File: src/rtl/ovg_pkg.sv
package ovg_pkg;

  // Phase of the duty-cycle generator.
  typedef enum logic {
    PH_WAIT = 1'b0,
    PH_OPER = 1'b1
  } phase_t;

  function automatic int max2(input int a, input int b);
    return (a > b) ? a : b;
  endfunction

endpackage

File: src/rtl/ovg_phase_gen.sv
module ovg_phase_gen
  import ovg_pkg::*;
#(
  parameter int OP_TICKS   = 4,
  parameter int WAIT_TICKS = 40
) (
  input  logic clk,
  input  logic rst,
  output logic cmp_en,
  output logic sample_stb
);
  localparam int LONGEST = max2(OP_TICKS, WAIT_TICKS);
  localparam int CW      = $clog2(LONGEST + 1);
  localparam logic [CW-1:0] OP_LAST   = CW'(OP_TICKS - 1);
  localparam logic [CW-1:0] WAIT_LAST = CW'(WAIT_TICKS - 1);

  phase_t        phase_q;
  logic [CW-1:0] cnt_q;
  logic          at_end;

  assign at_end = (phase_q == PH_OPER) ? (cnt_q == OP_LAST) : (cnt_q == WAIT_LAST);

  always_ff @(posedge clk) begin
    if (rst) begin
      phase_q <= PH_OPER;
      cnt_q   <= '0;
    end else if (at_end) begin
      cnt_q   <= '0;
      phase_q <= (phase_q == PH_OPER) ? PH_WAIT : PH_OPER;
    end else begin
      cnt_q   <= cnt_q + 1'b1;
    end
  end

  assign cmp_en     = (phase_q == PH_OPER);
  assign sample_stb = (phase_q == PH_OPER) && (cnt_q == OP_LAST);

  // The strobe only falls right after the sampling cycle.
  assert_strobe_falls_after_sample_R2: assert property (@(posedge clk) disable iff (rst)
    $fell(cmp_en) |-> $past(sample_stb));

  // The counter never runs past the longer window.
  assert_cnt_in_range_R2: assert property (@(posedge clk) disable iff (rst)
    cnt_q <= CW'(LONGEST - 1));

endmodule

File: src/rtl/ovg_confirm.sv
module ovg_confirm #(
  parameter int CONFIRM_RUN = 3
) (
  input  logic clk,
  input  logic rst,
  input  logic sample_stb,
  input  logic cell_hi_over,
  input  logic cell_lo_over,
  output logic latched,
  output logic clr
);
  localparam int RW = $clog2(CONFIRM_RUN + 1);
  localparam logic [RW-1:0] RUN_LAST = RW'(CONFIRM_RUN - 1);

  logic [RW-1:0] run_q;
  logic          lat_q;
  logic          pos;

  assign pos = cell_hi_over | cell_lo_over;
  assign clr = sample_stb & ~pos;

  always_ff @(posedge clk) begin
    if (rst) begin
      run_q <= '0;
      lat_q <= 1'b0;
    end else if (sample_stb) begin
      if (!pos) begin
        run_q <= '0;
        lat_q <= 1'b0;
      end else if (!lat_q) begin
        if (run_q == RUN_LAST) lat_q <= 1'b1;
        else                   run_q <= run_q + 1'b1;
      end
    end
  end

  assign latched = lat_q;

  // The run counter never passes the confirmation count.
  assert_run_bounded_R4: assert property (@(posedge clk) disable iff (rst)
    run_q <= RUN_LAST);

endmodule

File: src/rtl/ovg_delay_timer.sv
module ovg_delay_timer #(
  parameter int DELAY_TICKS = 1000
) (
  input  logic clk,
  input  logic rst,
  input  logic clr,
  input  logic armed,
  input  logic discharge,
  output logic inhibit
);
  localparam int TW = $clog2(DELAY_TICKS + 1);
  localparam logic [TW-1:0] T_LAST = TW'(DELAY_TICKS - 1);

  logic [TW-1:0] t_q;
  logic          inh_q;

  always_ff @(posedge clk) begin
    if (rst || clr) begin
      t_q   <= '0;
      inh_q <= 1'b0;
    end else if (armed && !inh_q) begin
      if (discharge)         t_q   <= '0;
      else if (t_q == T_LAST) inh_q <= 1'b1;
      else                   t_q   <= t_q + 1'b1;
    end
  end

  assign inhibit = inh_q;

  assert_timer_bounded_R5: assert property (@(posedge clk) disable iff (rst)
    t_q <= T_LAST);

endmodule

File: src/rtl/ovc_guard_seq.sv
module ovc_guard_seq #(
  parameter int OP_TICKS    = 4,
  parameter int WAIT_TICKS  = 10 * OP_TICKS,
  parameter int CONFIRM_RUN = 3,
  parameter int DELAY_TICKS = 1000
) (
  input  logic clk,
  input  logic rst,
  input  logic cell_hi_over,
  input  logic cell_lo_over,
  input  logic discharge_det,
  output logic cmp_enable,
  output logic chg_inhibit
);
  logic sample_stb;
  logic latched;
  logic clr;

  ovg_phase_gen #(
    .OP_TICKS  (OP_TICKS),
    .WAIT_TICKS(WAIT_TICKS)
  ) u_phase (
    .clk       (clk),
    .rst       (rst),
    .cmp_en    (cmp_enable),
    .sample_stb(sample_stb)
  );

  ovg_confirm #(
    .CONFIRM_RUN(CONFIRM_RUN)
  ) u_confirm (
    .clk         (clk),
    .rst         (rst),
    .sample_stb  (sample_stb),
    .cell_hi_over(cell_hi_over),
    .cell_lo_over(cell_lo_over),
    .latched     (latched),
    .clr         (clr)
  );

  ovg_delay_timer #(
    .DELAY_TICKS(DELAY_TICKS)
  ) u_timer (
    .clk      (clk),
    .rst      (rst),
    .clr      (clr),
    .armed    (latched),
    .discharge(discharge_det),
    .inhibit  (chg_inhibit)
  );

  // Inhibit is only ever seen together with a set latch.
  assert_inhibit_needs_latch_R5: assert property (@(posedge clk) disable iff (rst)
    chg_inhibit |-> latched);

  // The latch only rises right after a sampling cycle.
  assert_latch_on_sample_R4: assert property (@(posedge clk) disable iff (rst)
    $rose(latched) |-> $past(sample_stb));

  // A discharge while the delay is running keeps inhibit low next cycle.
  assert_discharge_restart_R6: assert property (@(posedge clk) disable iff (rst)
    (latched && !chg_inhibit && discharge_det && !clr) |=> !chg_inhibit);

  // A positive sample cannot drop an asserted inhibit.
  assert_reset_blocked_R7: assert property (@(posedge clk) disable iff (rst)
    (chg_inhibit && sample_stb && (cell_hi_over || cell_lo_over)) |=> chg_inhibit);

  // A negative sample clears latch and inhibit.
  assert_clear_on_negative_R8: assert property (@(posedge clk) disable iff (rst)
    (sample_stb && !cell_hi_over && !cell_lo_over) |=> (!chg_inhibit && !latched));

endmodule

File: config.mk
export PLATFORM = sky130hd
export DESIGN_NAME = ovc_guard_seq
export DESIGN_NICKNAME = d
export VERILOG_FILES = /design/src/rtl/ovg_pkg.sv /design/src/rtl/ovg_phase_gen.sv /design/src/rtl/ovg_confirm.sv /design/src/rtl/ovg_delay_timer.sv /design/src/rtl/ovc_guard_seq.sv
export SDC_FILE = /design/constraint.sdc
export NUM_CORES = 1
export LEC_CHECK = 0
export ABC_AREA = 1
export BUFFER_PORTS_ARGS = -buffer_cell sky130_fd_sc_hd__buf_2
export CAP_MARGIN = 20
export CORE_ASPECT_RATIO = 0.75
export CORE_MARGIN = 5
export CORE_UTILIZATION = 46
export DETAILED_ROUTE_END_ITERATION = 16
export SETUP_SLACK_MARGIN = 0.2
export SLEW_MARGIN = 40
export SYNTH_ARGS = -nofsm -noshare
export SYNTH_HDL_FRONTEND = slang
export SYNTH_SLANG_ARGS = --single-unit
File: constraint.sdc
create_clock -name clk -period 2.2 [get_ports clk]
set_input_delay 0.22 -clock clk [delete_from_list [all_inputs] [get_ports clk]]
set_output_delay 0.22 -clock clk [all_outputs]
set_load 0.005 [all_outputs]
==> impl_metrics.tcl, run 1 <==
set metrics [dict create \
    status "finished, final reports clean" \
    fin_crit_ps 1480 \
    crit_arrival_ps 1670 \
    crit_fanout 5 \
    place.gp.congestion 0.787 \
    post_cts_buffers 0 \
    start_kind "flip-flop" \
    worst_r2r_startpoint "u_timer.t_q[0]$_SDFFE_PP0P_" \
    yosys_warnings 0 \
    slew_headroom_pct 77.3 \
    finalCritPeriodShare_pct 67.3 \
    portBuffers 6 \
    insertion_delay_ps 310 \
    nFillCells 246 \
    layout-drive-gt1-share_pct 13.7 \
    yosys-top-cells-area "dfxtp_1 (38%), nand2_1 (9.9%), nor2_1 (9.5%), inv_1 (7.2%), nand3_1 (6.4%)" \
    setup_ws_ps 720 \
    rsz0062_at_grt "false" \
    cts.clk_slew.worst_paths_ps 130 \
    num_io_pins 7 \
    cts_max_level 1 \
    finalSetupViolCount 0 \
    antenna_found_initial 0 \
    postCtsHoldBufs 0 \
    max-cap-violations 0 \
    antenna_cells 0 \
    min_path_type "input port to flip-flop" \
    end_kind "flip-flop" \
    gr-total-overflow 0 \
    synth.net_count 166 \
    reg2reg_depth 8 \
    critical_path_required_ps 2390 \
    hold_violations 0 \
    via_per_inst 4.86 \
    dp.cells 198 \
    hold_end "u_confirm.run_q[0]$_SDFFE_PP0P_" \
    ant_nets 0 \
    die_area_mm2 0.00348 \
    dieHeight_um 52.4 \
    hpwl_mm 1.65 \
    post_cts_resized 0 \
    route.detailed.drc 0 \
    root_buffer "clkbuf_4" \
    grt_pass1_vias 876 \
    p_leak_nw 0.484 \
    area.growth.synth_to_final_pct 9.09 \
    cts_max_path_buffers 2 \
    mostFrequentLayoutCell "nand2_1" \
    yosysTopAreaCell "dfxtp_1" \
    initial_utilization_pct 48.1 \
    finalNonFillerCells 202 \
    finalNetCount 177 \
    post_dp_cell_area_mm2 0.00117 \
    ys_seq_area_share_pct 38.2 \
    gr-usage-all-layers_pct 14.4 \
    die_w_um 66.5 \
    core-area_mm2 0.00229 \
    skew_ps 19.2 \
    fmax_mhz 676 \
    via_count 981 \
    pre_cts_ws_ps 740 \
    ys_ff_latch 21 \
    whs_path_depth 2 \
    drt-wirelength-per-cell_um 10.2 \
    routed_wl_mm 2.06 \
    critical_path_class "flip-flop to flip-flop" \
    syn_inst 158 \
    reg2reg_to "u_timer.t_q[8]$_SDFFE_PP0P_" \
    slew_viol_final 0 \
    synth.avg_cell_area_um2 6.97 \
    powerDensity_mw_per_mm2 541 \
    rows 15 \
    numCtsBuffers 3 \
    fin_area_mm2 0.00120 \
    clock_sinks 21 \
    fin_tns_setup_ps 0 \
    cts_tree "built" \
    final_cell_mix "nand2_1 (29), nor2_1 (28), inv_1 (21), dfxtp_1 (21), nand3_1 (14)" \
    hold_start "rst" \
    synth_top_area_share_pct 38.2 \
    r2r_slack_ps 720 \
    synthesis.area_mm2 0.00110 \
    grt_first_pass_wirelength_mm 3.80 \
    grt_max_degree 13 \
    worst_pin_slew_ps 339 \
    yosysUniqueCellTypes 23 \
    drt_iter0_drc 70 \
    drt-pass1-iter-count 4 \
    timing.hold.ws_ps 144 \
    ir_worst_vdd_uv 318 \
]
worst max-delay path by stage:
stage / endpoint / start / depth (start not counted)
floorplan: u_timer.t_q[3]$_SDFFE_PP0P_ / u_timer.t_q[0]$_SDFFE_PP0P_ / 9
global placement: u_timer.t_q[3]$_SDFFE_PP0P_ / u_timer.t_q[0]$_SDFFE_PP0P_ / 9
detailed placement: u_confirm.run_q[1]$_SDFFE_PP0P_ / u_phase.cnt_q[0]$_SDFF_PP0_ / 6
CTS: u_timer.t_q[8]$_SDFFE_PP0P_ / u_timer.t_q[0]$_SDFFE_PP0P_ / 8
global route: u_timer.t_q[8]$_SDFFE_PP0P_ / u_phase.cnt_q[0]$_SDFF_PP0_ / 6
finish: u_timer.t_q[8]$_SDFFE_PP0P_ / u_timer.t_q[0]$_SDFFE_PP0P_ / 8
cell families (layout without fill, tap and decap cells):
| logic type | count (synthesis) | in the layout | share of synthesized area (%) |
|---|---|---|---|
| fa+ha+maj | 3 | 3 | 3.41 |
| compound gates | 19 | 19 | 10.3 |
| buf+inv | 24 | 34 | 8.41 |
| flops | 21 | 21 | 38.2 |
| simple gates | 89 | 89 | 38.1 |
| xor+xnor | 2 | 2 | 1.59 |
final cells by class:
class,instances,area (um^2),area share (%)
clock buffers,3,22.5,1.88
clock inverters,1,5.00,0.417
inverters,24,92.6,7.71
multi-input cells,113,588,49.0
flip-flops and latches,21,420,35.0
well taps,34,42.5,3.54
repair buffers,6,30.0,2.50
report_power, final:
| part | switching (mW) | leakage [nW] | internal, mW |
|---|---|---|---|
| Sequential | 0.00954 | 0.170 | 0.393 |
| Clock | 0.116 | 0.0177 | 0.0677 |
| Combinational | 0.0421 | 0.297 | 0.0216 |
state kept, by name, indices dropped and copies added (netlist names):
name               cells
u_confirm.run_q        2
u_timer.inhibit        1
u_timer.t_q           10
u_phase.cmp_en         1
u_phase.cnt_q          6
u_confirm.latched      1
layer usage:
layer  global-route usage, %  wire [um]  up-vias
met3                    4.51        120        2
met4                    4.05         17        0
met2                    20.8        805       13
met5                       0          0        -
met1                    20.4       1110      438
li1                        -          -      528
critical path, stage by stage, from the launching register on:
cell and delay, ps:
dfxtp_1 420, ha_1 210, nand2_2 80, nor2_2 160
nand3_4 110, nand3_1 160, inv_1 90, nand3_1 90
nand2_1 50
per-stage QoR:
| stage | total power, mW | util, % |
|---|---|---|
| after floorplan | 0.456 | - |
| after global placement | 0.475 | 51.3 |
| after detailed placement | 0.475 | 51.3 |
| after CTS | 0.661 | 52.5 |
| after global routing | 0.694 | 52.5 |
| final | 0.650 | 52.5 |
synthesized netlist by cell type:
cell type / n
a211oi_1: 1
a21oi_1: 7
a21oi_2: 1
dfxtp_1: 21
ha_1: 3
inv_1: 21
inv_2: 2
inv_4: 1
nand2_1: 29
nand2_2: 1
nand2_4: 1
nand3_1: 14
nand3_4: 1
nand4_1: 6
nor2_1: 28
nor2_2: 4
nor2_4: 2
nor3_1: 3
o21a_1: 1
o21ai_0: 5
o21bai_1: 4
xnor2_1: 1
xor2_1: 1
Note: power is estimated with default switching activity, not from simulation.
==> run 2: changes to the inputs <==
==> constraint.sdc (replaced) <==
create_clock -name clk -period 1.46 [get_ports clk]
set_input_delay 0.146 -clock clk [delete_from_list [all_inputs] [get_ports clk]]
set_output_delay 0.146 -clock clk [all_outputs]
set_load 0.005 [all_outputs]
==> run 2 against run 1 <==
Against the previous run: clock-buffer cell count rose by 1; worst hold slack got worse by 54 ps; core utilization increased by 9.7 points; critical path depth is the same; combinational power increased by 140%; sequential share of layout area fell by 4.1 points; routed wire length rose by 17%; global-route usage up 2.1 points; critical endpoint is now u_timer.t_q[0]$_SDFFE_PP0P_.
==> impl_metrics.tcl, run 2 (synthesized netlist as in run 1, its figures left out) <==
set metrics [dict create \
    routed_wl_mm 2.41 \
    crit_arrival_ps 1510 \
    dieHeight_um 52.4 \
    slew_headroom_pct 83.4 \
    end_kind "flip-flop" \
    min_path_type "input port to flip-flop" \
    antenna_cells 0 \
    cts_max_level 1 \
    ir_worst_vdd_uv 532 \
    critical-path-max-stage-delay_ps 380 \
    skew_ps 6.27 \
    gr-usage-all-layers_pct 16.5 \
    slew_viol_final 0 \
    root_buffer "clkbuf_4" \
    final_cell_mix "nand2_1 (28), nor2_1 (23), inv_1 (20), nand3_1 (12), dfxtp_2 (12)" \
    hpwl_mm 1.61 \
    numCtsBuffers 3 \
    reg_top3 "u_timer.t_q (10), u_phase.cnt_q (6), u_confirm.run_q (2)" \
    nFillCells 211 \
    antenna_found_initial 0 \
    rsz0062_at_grt "true" \
    critical_path_class "flip-flop to flip-flop" \
    insertion_delay_ps 310 \
    largest_register "u_timer.t_q" \
    cts_max_path_buffers 2 \
    finalNonFillerCells 216 \
    gr-total-overflow 0 \
    mostFrequentLayoutCell "nand2_1" \
    fin_tns_setup_ps 0 \
    startpoint "u_timer.t_q[1]$_SDFFE_PP0P_" \
    grt_pass1_vias 975 \
    rows 15 \
    clock_sinks 21 \
    cp_num_buf_inv 1 \
    ant_nets 0 \
    postCtsHoldBufs 0 \
    powerDensity_mw_per_mm2 740 \
    max-cap-violations 0 \
    via_count 1064 \
    place.gp.congestion 0.843 \
    crit_chain "ha_4 > nand2_4 > nor2_4 > nand3_4 > nand2_8 > buf_6 > nand2_1 > a21oi_1" \
    status "finished, final reports clean" \
    area.growth.synth_to_final_pct 29.2 \
    finalCritPeriodShare_pct 87.0 \
    drt-wirelength-per-cell_um 11.1 \
    num_io_pins 7 \
    finalSetupViolCount 0 \
    grt_max_degree 12 \
    hold_start "rst" \
    crit_fanout 6 \
    cpMaxStageDelayCell "dfxtp_2" \
    crit_family "simple AND/OR/NAND/NOR gates" \
    critical_path_required_ps 1700 \
    cts.clk_slew.worst_paths_ps 120 \
    die_w_um 66.5 \
    finalNetCount 191 \
    hold_violations 0 \
    fin_crit_ps 1270 \
    cts_tree "built" \
    portBuffers 6 \
    die_area_mm2 0.00348 \
    worst_r2r_startpoint "u_timer.t_q[1]$_SDFFE_PP0P_" \
    via_per_inst 4.93 \
    p_leak_nw 0.566 \
    dp.cells 201 \
    fmax_mhz 787 \
    grt_first_pass_wirelength_mm 4.33 \
    route.detailed.drc 0 \
    start_kind "flip-flop" \
    initial_utilization_pct 48.1 \
    drt-pass1-iter-count 5 \
    core-area_mm2 0.00229 \
    drt_iter0_drc 71 \
    worst_pin_slew_ps 248 \
    layout-drive-gt1-share_pct 33.5 \
    largest_reg_flops 10 \
]
run 2: worst paths after layout:
| check | to | slack (ps) | cells past startpoint |
|---|---|---|---|
| worst min register to register | u_phase.cmp_en$_SDFFE_PP1P_ | 480 | 2 |
| worst max-delay path | u_timer.t_q[0]$_SDFFE_PP0P_ | 190 | 8 |
| worst min-delay path | u_confirm.run_q[0]$_SDFFE_PP0P_ | 90 | 2 |
| worst max register to register | u_timer.t_q[0]$_SDFFE_PP0P_ | 190 | 8 |
run 2: layout make-up:
cell class                      instances  area [um^2]  share of cell area, %
Multi-Input combinational cell        114          687                   48.3
Sequential cell                        21          439                   30.9
Timing Repair Buffer                   19          135                   9.50
Inverter                               24         92.6                   6.51
Tap cell                               34         42.5                   2.99
Clock buffer                            4         26.3                   1.85
run 2: routing by layer:
metal  up-vias  wire length, um  GRT usage, %
met1       482             1250          22.8
met5         -                0             0
met2        15             1020          23.7
met3         7              100          4.72
met4         0               42          6.76
li1        560                -             -
run 2: timing repair:
action	4_1_cts	5_1_grt
buffers inserted	9	1
hold endpoints to repair	0	0
pin swaps	8	7
gates resized for setup	19	18
endpoints found under the setup margin	19	14
gates cloned	1	0
run 2: stage by stage:
stage | cell area [um^2] | total power [mW] | utilization, % | setup slack, ps | hold slack, ps
after floorplan | 1110 | 0.687 | - | 215 | 215
after global placement | 1200 | 0.713 | 52.6 | 52.7 | 406
after detailed placement | 1200 | 0.715 | 52.6 | 39.5 | 408
after CTS | 1380 | 1.04 | 60.2 | 194 | 96.9
after global routing | 1420 | 1.12 | 62.1 | 109 | 83.3
final | 1420 | 1.05 | 62.1 | 190 | 90.3
run 2: power by group:
group          switching (mW)  internal (mW)
combinational          0.0867         0.0683
clock                   0.183          0.107
sequential             0.0153          0.593
total                   0.285          0.768
==> run 3: changes to the inputs <==
--- a/config.mk
+++ b/config.mk
@@ -5,13 +5,13 @@
 export SDC_FILE = /design/constraint.sdc
 export NUM_CORES = 1
 export LEC_CHECK = 0
-export ABC_AREA = 1
 export BUFFER_PORTS_ARGS = -buffer_cell sky130_fd_sc_hd__buf_2
 export CAP_MARGIN = 20
 export CORE_ASPECT_RATIO = 0.75
 export CORE_MARGIN = 5
 export CORE_UTILIZATION = 46
 export DETAILED_ROUTE_END_ITERATION = 16
+export REMOVE_ABC_BUFFERS = 1
 export SETUP_SLACK_MARGIN = 0.2
 export SLEW_MARGIN = 40
 export SYNTH_ARGS = -nofsm -noshare
==> run 3 against run 2 <==
Against the previous run: non-clock buffer count is 26 higher; the run now ends with negative setup slack left; sequential power is 0.8% lower; maximum frequency is 14% lower; routed wire length is 27% higher; register-to-register slack worse by 210 ps; cell count is 5.6% lower; combinational power is 35% higher; clock skew is 4.4 ps higher; sequential cell count stayed put; via count is 7.0% higher; power is 5.6% higher; highest routed layer unchanged.
==> impl_metrics.tcl, run 3 <==
set metrics [dict create \
    status "complete, but fails checks" \
    violations "negative setup slack" \
    largest_reg_flops 10 \
    yosysTopAreaCell "dfxtp_1" \
    clkPwrFrac_pct 27.0 \
    via_count 1138 \
    cpMaxStageDelayCell "dfxtp_4" \
    worst_pin_slew_ps 366 \
    finalCritPeriodShare_pct 101 \
    hold_violations 0 \
    yosysUniqueCellTypes 41 \
    place.gp.congestion 0.835 \
    die_area_mm2 0.00346 \
    yosys_warnings 0 \
    antenna_found_initial 0 \
    final_cell_mix "buf_4 (33), dfxtp_1 (14), nor2_1 (13), nand2_1 (7)" \
    cts.clk_slew.worst_paths_ps 130 \
    dieHeight_um 52.2 \
    reg_top3 "u_timer.t_q (10), u_phase.cnt_q (6), u_confirm.run_q (2)" \
    finalSetupViolCount 5 \
    core-area_mm2 0.00229 \
    fin_area_mm2 0.00166 \
    num_io_pins 7 \
    crit_arrival_ps 1700 \
    route.detailed.drc 0 \
    cts_max_level 1 \
    critical_path_required_ps 1680 \
    cts_tree "built" \
    fmax_mhz 675 \
    ys_ff_latch 21 \
    rows 15 \
    portBuffers 6 \
    timing.hold.ws_ps 78.5 \
    grt_max_degree 15 \
    finalNetCount 179 \
    yosys-top-cells-area "dfxtp_1 (38%), nor2_1 (6.5%), a21oi_1 (5.0%), nand3_1 (3.7%), ha_1 (3.4%)" \
    syn_inst 124 \
    met2_usage_pct 28.2 \
    crit_family "compound AO/OA/AOI/OAI gates" \
    ir_worst_vdd_uv 470 \
    cp_num_buf_inv 1 \
    post_dp_cell_area_mm2 0.00136 \
    fin_total_pwr_mw 1.11 \
    hpwl_mm 1.91 \
    p_comb_share_pct 18.8 \
    powerDensity_mw_per_mm2 669 \
    ant_nets 0 \
    use_met3_pct 5.58 \
    synthTopCellsByCount "dfxtp_1 (21), nor2_1 (19), a21oi_1 (11)" \
    ys.flop_type "dfxtp_1" \
    antenna_cells 0 \
    slew_viol_final 0 \
    crit_chain "ha_4 > nand4b_1 > buf_6 > o41a_1 > a32oi_1 > nor2_1" \
    setup_ws_ps -21.0 \
    p_seq_share_pct 54.2 \
    drt-wirelength-per-cell_um 15.0 \
    area.growth.synth_to_final_pct 52.1 \
    slew_headroom_pct 75.6 \
    drt_iter0_drc 62 \
    end_kind "flip-flop" \
    die_w_um 66.3 \
    min_path_type "input port to flip-flop" \
    postCtsHoldBufs 0 \
    critical_path_class "flip-flop to flip-flop" \
    p_switching_uw 312 \
    routed_wl_mm 3.07 \
    max-cap-violations 0 \
    clock_sinks 21 \
    ys_seq_area_share_pct 38.5 \
    skew_ps 10.7 \
    drt-pass1-iter-count 4 \
    grt_use_met1_pct 28.4 \
    synthArstFlopShare_pct 0 \
    synth.avg_cell_area_um2 8.81 \
    synth_edf_count 0 \
    gr-total-overflow 0 \
    yosysMostFrequentCell "dfxtp_1" \
    numCtsBuffers 3 \
    gr-usage-all-layers_pct 19.7 \
    largest_register "u_timer.t_q" \
    cts_max_path_buffers 2 \
    synth_top_area_share_pct 38.5 \
    mostFrequentLayoutCell "buf_4" \
    fin_tns_setup_ps -82.4 \
    start_kind "flip-flop" \
    p_leak_nw 0.613 \
    grt_pass1_vias 1089 \
    grt_first_pass_wirelength_mm 5.13 \
    fin_crit_ps 1480 \
    grt.busiest_layer "met1" \
    intPower_uw 800 \
    insertion_delay_ps 320 \
    critical-path-max-stage-delay_ps 400 \
    synthesis.area_mm2 0.00109 \
    layout-drive-gt1-share_pct 53.5 \
    finalNonFillerCells 204 \
    via_per_inst 5.58 \
    initial_utilization_pct 47.7 \
    crit_fanout 4 \
    root_buffer "clkbuf_4" \
    dp.cells 191 \
    rsz0062_at_grt "true" \
    switching_share_pct 28.1 \
]
run 3: cell count changes after synthesis, moves of 3 or more:
| cell | previous run | this run |
|---|---|---|
| a21oi_1 | 7 | 11 |
| a31oi_1 | 0 | 3 |
| inv_1 | 21 | 3 |
| nand4_1 | 6 | 2 |
| nand2_1 | 29 | 8 |
| nor2_1 | 28 | 19 |
| nand3_1 | 14 | 8 |
| nor2_2 | 4 | 0 |
run 3: area by class of cell:
type,count,area [um^2]
Multi-Input combinational cell,97,797
Fill cell,179,628
Sequential cell,21,432
Timing Repair Buffer,45,353
Tap cell,34,42.5
Clock buffer,4,26.3
Inverter,3,11.3
run 3: final timing paths:
| check | slack, ps | to | cells past startpoint | from |
|---|---|---|---|---|
| worst max-delay path | -20 | u_timer.t_q[3]$_SDFFE_PP0P_ | 6 | u_timer.t_q[1]$_SDFFE_PP0P_ |
| worst max register to register | -20 | u_timer.t_q[3]$_SDFFE_PP0P_ | 6 | u_timer.t_q[1]$_SDFFE_PP0P_ |
| worst min register to register | 470 | u_confirm.run_q[0]$_SDFFE_PP0P_ | 2 | u_confirm.run_q[0]$_SDFFE_PP0P_ |
| worst min-delay path | 80 | u_confirm.run_q[0]$_SDFFE_PP0P_ | 2 | rst |
run 3: routing by layer:
layer | vias up | part of all wire, %
met3 | 6 | 6.9
met5 | - | 0
met4 | 0 | 1.3
met2 | 42 | 45
met1 | 533 | 46
li1 | 557 | -
run 3: logic make-up (layout without fill, tap and decap cells):
logic type,count (synthesis),in the layout,synth area share (%)
adder cells (fa/ha/maj),3,3,3.44
buffers and inverters,6,52,3.44
AO/OA/AOI/OAI,36,36,24.7
flip-flops,21,21,38.5
AND/OR/NAND/NOR,54,54,26.7
XOR/XNOR,4,4,3.21
run 3: power groups by stage:
stage	clock [mW]	combinational (mW)	sequential (mW)
2_1_floorplan	0	0.0736	0.617
3_3_place_gp	0	0.153	0.612
3_5_place_dp	0	0.156	0.612
4_1_cts	0.302	0.171	0.602
5_1_grt	0.341	0.230	0.605
6_report	0.300	0.210	0.603
run 3: repair_timing:
item / 4_1_cts / 5_1_grt
setup buffers: 7 / 2
setup endpoints to repair: 17 / 20
resized for setup: 31 / 24
pin swaps: 20 / 6
run 3: worst register-to-register path, cell delays in order (launching register included):
cell and delay (ps):
dfxtp_4 400, ha_4 140, nand4b_1 120, buf_6 160, o41a_1 320, a32oi_1 190
nor2_1 50
run 3: stage by stage:
step           setup slack [ps]  util [%]
3_3_place_gp               -107      59.6
2_1_floorplan              -265         -
3_5_place_dp               -137      59.6
4_1_cts                   -3.99      67.8
5_1_grt                    -101      72.6
6_report                  -21.0      72.6
